<file path="src/rtl/hecc_pkg.sv">
package hecc_pkg;

    typedef enum logic [0:0] {
        ST_EMPTY = 1'b0,
        ST_FILL  = 1'b1
    } fill_state_t;

endpackage

</file>
<file path="src/rtl/hecc_ctrl.sv">
module hecc_ctrl
    import hecc_pkg::*;
#(
    parameter int CHUNK_BYTES = 256,
    parameter int CNT_W       = $clog2(CHUNK_BYTES)
) (
    input  logic             clk,
    input  logic             rst_n,
    input  logic             en,
    input  logic             clr,
    input  logic             byte_vld,
    output logic             take,
    output logic             last,
    output logic             restart,
    output logic [CNT_W-1:0] addr
);
    localparam logic [CNT_W-1:0] LAST_IDX = CNT_W'(CHUNK_BYTES - 1);

    fill_state_t      state_q, state_d;
    logic [CNT_W-1:0] cnt_q, cnt_d;
    logic             take_w;

    assign take_w = en & byte_vld & ~clr;

    always_ff @(posedge clk) begin
        if (!rst_n) begin
            state_q <= ST_EMPTY;
            cnt_q   <= '0;
        end else begin
            state_q <= state_d;
            cnt_q   <= cnt_d;
        end
    end

    always_comb begin
        state_d = state_q;
        cnt_d   = cnt_q;
        unique case (state_q)
            ST_EMPTY: begin
                if (take_w) begin
                    state_d = ST_FILL;
                    cnt_d   = cnt_q + 1'b1;
                end
            end
            ST_FILL: begin
                if (clr) begin
                    state_d = ST_EMPTY;
                    cnt_d   = '0;
                end else if (take_w && cnt_q == LAST_IDX) begin
                    state_d = ST_EMPTY;
                    cnt_d   = '0;
                end else if (take_w) begin
                    cnt_d   = cnt_q + 1'b1;
                end
            end
            default: begin
                state_d = ST_EMPTY;
                cnt_d   = '0;
            end
        endcase
    end

    always_comb begin
        take    = take_w;
        addr    = cnt_q;
        last    = take_w && (state_q == ST_FILL) && (cnt_q == LAST_IDX);
        restart = clr | last;
    end

endmodule

</file>
<file path="src/rtl/hecc_parity_acc.sv">
module hecc_parity_acc #(
    parameter int DATA_W = 8,
    parameter int ADDR_W = 8,
    parameter int COL_W  = $clog2(DATA_W),
    parameter int RAW_W  = 2 * (ADDR_W + COL_W)
) (
    input  logic              clk,
    input  logic              rst_n,
    input  logic              take,
    input  logic              restart,
    input  logic [ADDR_W-1:0] addr,
    input  logic [DATA_W-1:0] data,
    output logic [RAW_W-1:0]  nxt_raw
);
    localparam int LINE_BASE = 2 * COL_W;

    function automatic logic [DATA_W-1:0] upper_mask(input int m);
        logic [DATA_W-1:0] r;
        for (int i = 0; i < DATA_W; i++) begin
            r[i] = ((i >> m) & 1) == 1;
        end
        return r;
    endfunction

    logic [RAW_W-1:0] acc_q;
    logic [RAW_W-1:0] contrib;
    logic             byte_par;

    assign byte_par = ^data;

    for (genvar m = 0; m < COL_W; m++) begin : g_col
        localparam logic [DATA_W-1:0] HI = upper_mask(m);
        assign contrib[2*m]     = ^(data & ~HI);
        assign contrib[2*m + 1] = ^(data & HI);
    end

    for (genvar k = 0; k < ADDR_W; k++) begin : g_line
        assign contrib[LINE_BASE + 2*k]     = byte_par & ~addr[k];
        assign contrib[LINE_BASE + 2*k + 1] = byte_par & addr[k];
    end

    assign nxt_raw = take ? (acc_q ^ contrib) : acc_q;

    always_ff @(posedge clk) begin
        if (!rst_n) begin
            acc_q <= '0;
        end else if (restart) begin
            acc_q <= '0;
        end else if (take) begin
            acc_q <= acc_q ^ contrib;
        end
    end

endmodule

</file>
<file path="src/rtl/hecc_out_reg.sv">
module hecc_out_reg #(
    parameter int RAW_W = 22,
    parameter int FMT_W = RAW_W + 2
) (
    input  logic             clk,
    input  logic             rst_n,
    input  logic             clr,
    input  logic             last,
    input  logic [RAW_W-1:0] nxt_raw,
    output logic             code_vld,
    output logic [RAW_W-1:0] code_raw,
    output logic [FMT_W-1:0] code_fmt
);
    logic [RAW_W-1:0] raw_q;
    logic             vld_q;

    always_ff @(posedge clk) begin
        if (!rst_n) begin
            raw_q <= '0;
            vld_q <= 1'b0;
        end else if (clr) begin
            raw_q <= '0;
            vld_q <= 1'b0;
        end else if (last) begin
            raw_q <= nxt_raw;
            vld_q <= 1'b1;
        end else begin
            vld_q <= 1'b0;
        end
    end

    assign code_vld = vld_q;
    assign code_raw = raw_q;
    assign code_fmt = ~{raw_q, 2'b00};

endmodule

</file>
<file path="src/rtl/page_hamming_ecc.sv">
module page_hamming_ecc #(
    parameter int DATA_W      = 8,
    parameter int CHUNK_BYTES = 256,
    parameter int ADDR_W      = $clog2(CHUNK_BYTES),
    parameter int COL_W       = $clog2(DATA_W),
    parameter int RAW_W       = 2 * (ADDR_W + COL_W),
    parameter int FMT_W       = RAW_W + 2
) (
    input  logic              clk,
    input  logic              rst_n,
    input  logic              ecc_en,
    input  logic              ecc_clr,
    input  logic              byte_vld,
    input  logic [DATA_W-1:0] byte_dat,
    output logic              code_vld,
    output logic [RAW_W-1:0]  code_raw,
    output logic [FMT_W-1:0]  code_fmt
);
    logic              take, last, restart;
    logic [ADDR_W-1:0] addr;
    logic [RAW_W-1:0]  nxt_raw;

    hecc_ctrl #(
        .CHUNK_BYTES(CHUNK_BYTES),
        .CNT_W      (ADDR_W)
    ) u_ctrl (
        .clk     (clk),
        .rst_n   (rst_n),
        .en      (ecc_en),
        .clr     (ecc_clr),
        .byte_vld(byte_vld),
        .take    (take),
        .last    (last),
        .restart (restart),
        .addr    (addr)
    );

    hecc_parity_acc #(
        .DATA_W(DATA_W),
        .ADDR_W(ADDR_W),
        .COL_W (COL_W),
        .RAW_W (RAW_W)
    ) u_acc (
        .clk    (clk),
        .rst_n  (rst_n),
        .take   (take),
        .restart(restart),
        .addr   (addr),
        .data   (byte_dat),
        .nxt_raw(nxt_raw)
    );

    hecc_out_reg #(
        .RAW_W(RAW_W),
        .FMT_W(FMT_W)
    ) u_out (
        .clk     (clk),
        .rst_n   (rst_n),
        .clr     (ecc_clr),
        .last    (last),
        .nxt_raw (nxt_raw),
        .code_vld(code_vld),
        .code_raw(code_raw),
        .code_fmt(code_fmt)
    );

endmodule

</file>
<file path="config.mk">
export PLATFORM = sky130hd
export DESIGN_NAME = page_hamming_ecc
export DESIGN_NICKNAME = d
export VERILOG_FILES = /design/src/rtl/hecc_pkg.sv /design/src/rtl/hecc_ctrl.sv /design/src/rtl/hecc_parity_acc.sv /design/src/rtl/hecc_out_reg.sv /design/src/rtl/page_hamming_ecc.sv
export SDC_FILE = /design/constraint.sdc
export NUM_CORES = 1
export LEC_CHECK = 0
export BUFFER_PORTS_ARGS = -buffer_cell sky130_fd_sc_hd__buf_4
export CORE_UTILIZATION = 45
export DETAILED_ROUTE_END_ITERATION = 10
export PLACE_DENSITY = 0.73
export SYNTH_ARGS = -nofsm -noshare
export SYNTH_HDL_FRONTEND = slang
export SYNTH_SLANG_ARGS = --single-unit
</file>
<file path="constraint.sdc">
create_clock -name clk -period 1.8 [get_ports clk]
set_input_delay 0 -clock clk [delete_from_list [all_inputs] [get_ports clk]]
set_output_delay 0 -clock clk [all_outputs]
set_load 0.02 [all_outputs]
</file>
* Word level (Yosys, flattened, before mapping)
Index checks and enable logic that the tools add are counted.
Word-level totals: bits in registers 54, input bits 13, output and inout bits 47, word-level logic and storage cells 61
Cells by class: $add $sub $neg 1, equality and inequality tests 1, muxes and demuxes 10, bitwise logic cells 32, reduce and logical (&&, ||, !) cells 12
Operators with widths (number):
- XOR reduction 8 bit | 7
- 2-to-1 mux 8 bit | 3
- NOT 24 bit | 1
- 2-to-1 mux 22 bit | 1
- bitwise XOR 22 bit | 1
- bitwise AND 1 bit | 18
- one-hot mux 8 bit (2 select lines) | 1
- NOT 1 bit | 11
- adder 8 x 1 -> 8 bit (second input constant) | 1
- equality test 8 bit (second input constant) | 1
- 2-to-1 mux 1 bit | 4
- OR reduction 2 bit | 2
- logical AND 1 bit | 3
- one-hot mux 1 bit (2 select lines) | 1
- OR 1 bit | 1

* Logic depth before layout (Yosys ltp)
depth after elaboration 6, depth in mapped cells 9, depth with buffers taken out 7

* By module
Synthesis repeated with hierarchy kept, for this count alone.
Second synthesis, totals: cell total of the unflattened synthesis 294, area total of the unflattened synthesis 2618.8 um2
Modules (own cells, without submodules):
- hecc_parity_acc | instances 1, cells an instance 144, area an instance 1236.2 um2, seq. area each 440.4 um2
- hecc_out_reg | instances 1, cells an instance 100, area an instance 939.7 um2, seq. area each 460.4 um2
- hecc_ctrl | instances 1, cells an instance 50, area an instance 442.9 um2, seq. area each 180.2 um2

* Worst setup path before layout
OpenSTA, ideal clock, no wires.
path type register to register, start register u_ctrl.cnt_q[0] (netlist: u_ctrl.addr[0]), end register u_out.raw_q[12] (netlist: u_out.code_raw[12]), setup time 77 ps, data arrival time 1708 ps, required time 1723 ps, path slack 15 ps, cell stages (with the launch flop) 9, path buffers 1, clock period less this slack 1785 ps, cell sequence dfxtp_1 ha_1 nand3_1 nor2_1 and3_1 nand2b_1 or2_2 clkbuf_1 o22ai_1
Between the ends: cells in the longest elaborated chain, start to end 2
Ends and longest elaborated chain:
- start, declared | line hecc_ctrl.sv:20 | logic [CNT_W-1:0] cnt_q, cnt_d;
- start signal, assigned | line hecc_ctrl.sv:31 | cnt_q <= cnt_d;
- equality test 8 bit | line hecc_ctrl.sv:66 | last = take_w && (state_q == ST_FILL) && (cnt_q == LAST_IDX);
- logical AND 1 bit | line hecc_ctrl.sv:66
- end signal, assigned | line hecc_out_reg.sv:25 | raw_q <= nxt_raw;
- end, declared | line hecc_out_reg.sv:14 | logic [RAW_W-1:0] raw_q;
Every way passes these cells. A chain may end at the register's enable or synchronous reset.

* Worst setup path after layout
start register u_ctrl.cnt_q[1] (netlist: u_ctrl.addr[1]), end register u_out.raw_q[10] (netlist: u_out.code_raw[10])
Same word-level chain as after synthesis.

==> results.cfg <==
[outcome]
status = completed

[timing]
setup_viol = 0
drv_slew = 0
period_share_pct = 89.4
rsz0062_at_grt = false
clock.fmax_ghz = 0.621
period_minus_slack_ps = 1610
maxSlewHeadroom_pct = 58.9
skew_ps = 7.77
tns_ps = 0
tightestPinTransition_ps = 616
hold_viol = 0

[synthesis]
syn-cell-area_sq_mm = 0.00226
yosysSeqAreaShare_pct = 47.9
avgSynthCellArea_sq_um = 8.85
synthDistinctLibCells = 30
ys_ff_latch = 54
yosysWarningCount = 0
syn_inst = 255

[critical_path]
cp.arrival_ps = 1840
start_kind = flip-flop
critical_path.top_delay_family = simple AND/OR/NAND/NOR gates
criticalPathCategory = flip-flop to flip-flop
critical_path_required_ps = 2030
path_buf_inv = 0
crit_chain = ha_1, nand3_1, nor2_2, and3_4, nand2b_4, or2_4, o22ai_1
rr_endpoint = u_out.code_raw[10]$_SDFFE_PP0P_
r2r_start = u_ctrl.addr[1]$_SDFF_PN0_
r2r_cells = 7
crit_fanout = 10
reg2reg_slack_ps = 190
end_kind = flip-flop
slowest_stage = dfxtp_1
max_stage_delay_ps = 340

[die]
die-height_um = 72.8
fp-row-count = 25
die_w_um = 72.8
fp.dieArea_sq_mm = 0.00530
core_area_sq_mm = 0.00479
ios = 60
initial_core_util_pct = 47.2

[power]
peakVddDrop_uv = 409
p_per_area_mw_per_mm2 = 728
p_leak_nw = 1.15

[drt]
post_drt_wl_per_cell_um = 12.5
via_per_inst = 4.80
drt_pass1_iterations = 4
routed_wirelength_um = 4980
ant_nets = 0
num_vias = 1904
drc = 0
drt-initial-drc-count = 117

[global_route]
grt_max_degree = 37
grt.busiest_layer = met2
grt_first_pass_wirelength_um = 7520
grtUsageMet1_pct = 23.2
grt_usage_pct = 18.5
overflow = 0
grt.met3_usage_pct = 4.70
gr-usage-met2_pct = 30.8
grt_pass1_vias = 1674
grt_antenna_before_repair = 0

[clocking]
cts_made_buffers = 5
clk_pin_slew_ps = 90
cts_tree = done
clockBufferDepth = 2
clk_latency_ps = 300
cts_root_buffer = clkbuf_8
htreeDepth = 2
cts_sinks = 54

[hold_path]
whs_path_depth = 3
worstHoldPathType = input pin to flip-flop
whs_endpoint = u_ctrl.addr[6]$_SDFF_PN0_
worstHoldStart = ecc_clr

[placement]
gp_congestion = 0.740
placed_cells = 386
numPortBuffers = 57
hpwl_um = 3310

[layout]
layout_common_cells = 75 x buf_4, 54 x dfxtp_1, 42 x nor2_1
mostFrequentLayoutCell = buf_4
synthToLayoutAreaGrowth_pct = 34.6
final_net_count = 344
fillers = 434
antenna_cells = 0
layout-drive-gt1-share_pct = 31.2
stdcell_count = 397

[job]
cap_viol_max_count = 0
per-stage QoR:
stage               utilization [%]  worst slack (ps)  power (W)  cell area, sq um  hold slack [ps]
floorplan                         -              15.1    0.00147              2260              146
global placement               60.1              -113    0.00158              2870              253
detailed placement             60.1              -197    0.00159              2870              258
CTS                            61.9              89.4    0.00221              2960             42.3
global route                   63.5              51.2    0.00231              3040             72.2
finish                         63.5               190    0.00221              3040             48.7
flip-flops by register name (all words and copies together) (netlist names):
| name | cells |
|---|---|
| u_ctrl.state_q | 1 |
| u_ctrl.addr | 8 |
| u_out.code_raw | 22 |
| u_out.code_vld | 1 |
| u_acc.acc_q | 22 |
area by class of cell:
class / count / area (sq um) / share of cell area, %
Inverter: 23 / 86.3 / 2.84
Sequential cell: 54 / 1080 / 35.6
Timing Repair Buffer: 79 / 638 / 21.0
Clock buffer: 7 / 76.3 / 2.51
Multi-Input combinational cell: 167 / 1070 / 35.3
Tap cell: 67 / 83.8 / 2.76
what timing repair did:
action | 4_1_cts | 5_1_grt
resized for setup | 1 | 9
setup endpoints to repair | 21 | 39
endpoints found under the hold margin | 1 | 0
hold buffers | 1 | 0
pin swaps | 0 | 1
gates cloned | 0 | 3
setup buffers | 0 | 0
how the worst max path moves through the flow:
stage / from / endpoint / slack [ps] / depth (start not counted)
final: u_ctrl.addr[1]$_SDFF_PN0_ / u_out.code_raw[10]$_SDFFE_PP0P_ / 190 / 7
after global routing: u_ctrl.addr[0]$_SDFF_PN0_ / u_out.code_raw[15]$_SDFFE_PP0P_ / 50 / 7
after floorplan: u_ctrl.addr[0]$_SDFF_PN0_ / u_out.code_raw[12]$_SDFFE_PP0P_ / 20 / 8
after CTS: u_ctrl.addr[0]$_SDFF_PN0_ / u_out.code_raw[8]$_SDFFE_PP0P_ / 90 / 8
after global placement: byte_dat[0] / u_out.code_raw[11]$_SDFFE_PP0P_ / -110 / 8
after detailed placement: byte_dat[1] / u_out.code_raw[18]$_SDFFE_PP0P_ / -200 / 7
cell usage after synthesis (all sizes together):
| cell type | instances | area share, % |
|---|---|---|
| ha | 1 | 0.55 |
| and3 | 2 | 0.55 |
| o21a | 5 | 1.7 |
| xor2 | 4 | 1.6 |
| nand2 | 14 | 2.3 |
| or3 | 1 | 0.28 |
| nor4 | 1 | 0.28 |
| conb | 1 | 0.17 |
| xnor2 | 34 | 14 |
| a21oi | 7 | 1.6 |
| mux2i | 1 | 0.44 |
| nor3 | 14 | 4.4 |
| nor2 | 46 | 8.0 |
| o22ai | 21 | 6.7 |
| nand4 | 1 | 0.28 |
| nand2b | 3 | 0.83 |
| o21ai | 1 | 0.22 |
| inv | 23 | 3.8 |
| nand3 | 5 | 1.1 |
| clkbuf | 6 | 1.0 |
| buf | 8 | 2.3 |
| nand3b | 1 | 0.33 |
| dfxtp | 54 | 48 |
| or2 | 1 | 0.28 |
kinds of logic after synthesis:
| family | Yosys count | share of synthesized area (%) |
|---|---|---|
| other | 1 | 0.166 |
| multiplexers | 1 | 0.443 |
| adder cells (fa/ha/maj) | 1 | 0.554 |
| AND/OR/NAND/NOR | 89 | 18.7 |
| flip-flops | 54 | 47.9 |
| AO/OA/AOI/OAI | 34 | 10.1 |
| buffers and inverters | 37 | 7.09 |
| XOR/XNOR | 38 | 15.1 |
routing by layer:
| metal | part of all wire (%) | wire [um] | vias up |
|---|---|---|---|
| met2 | 49 | 2430 | 42 |
| met1 | 46 | 2280 | 885 |
| met5 | 0 | 0 | - |
| met3 | 3.9 | 194 | 5 |
| met4 | 1.3 | 64 | 0 |
| li1 | - | - | 972 |
tightest hold or removal path, stage by stage:
cell and delay (ps):
buf_4 100, nand2_1 50, and3_1 160
power by group:
| group | total [W] | switching (W) | internal (W) | leakage, nW |
|---|---|---|---|---|
| registers | 0.00121 | 0.00000569 | 0.00120 | 0.435 |
| logic | 0.000373 | 0.000202 | 0.000172 | 0.676 |
| clock network | 0.000629 | 0.000360 | 0.000269 | 0.0383 |
| total | 0.00221 | 0.000568 | 0.00165 | 1.15 |
(Power assumes the default switching activity.)
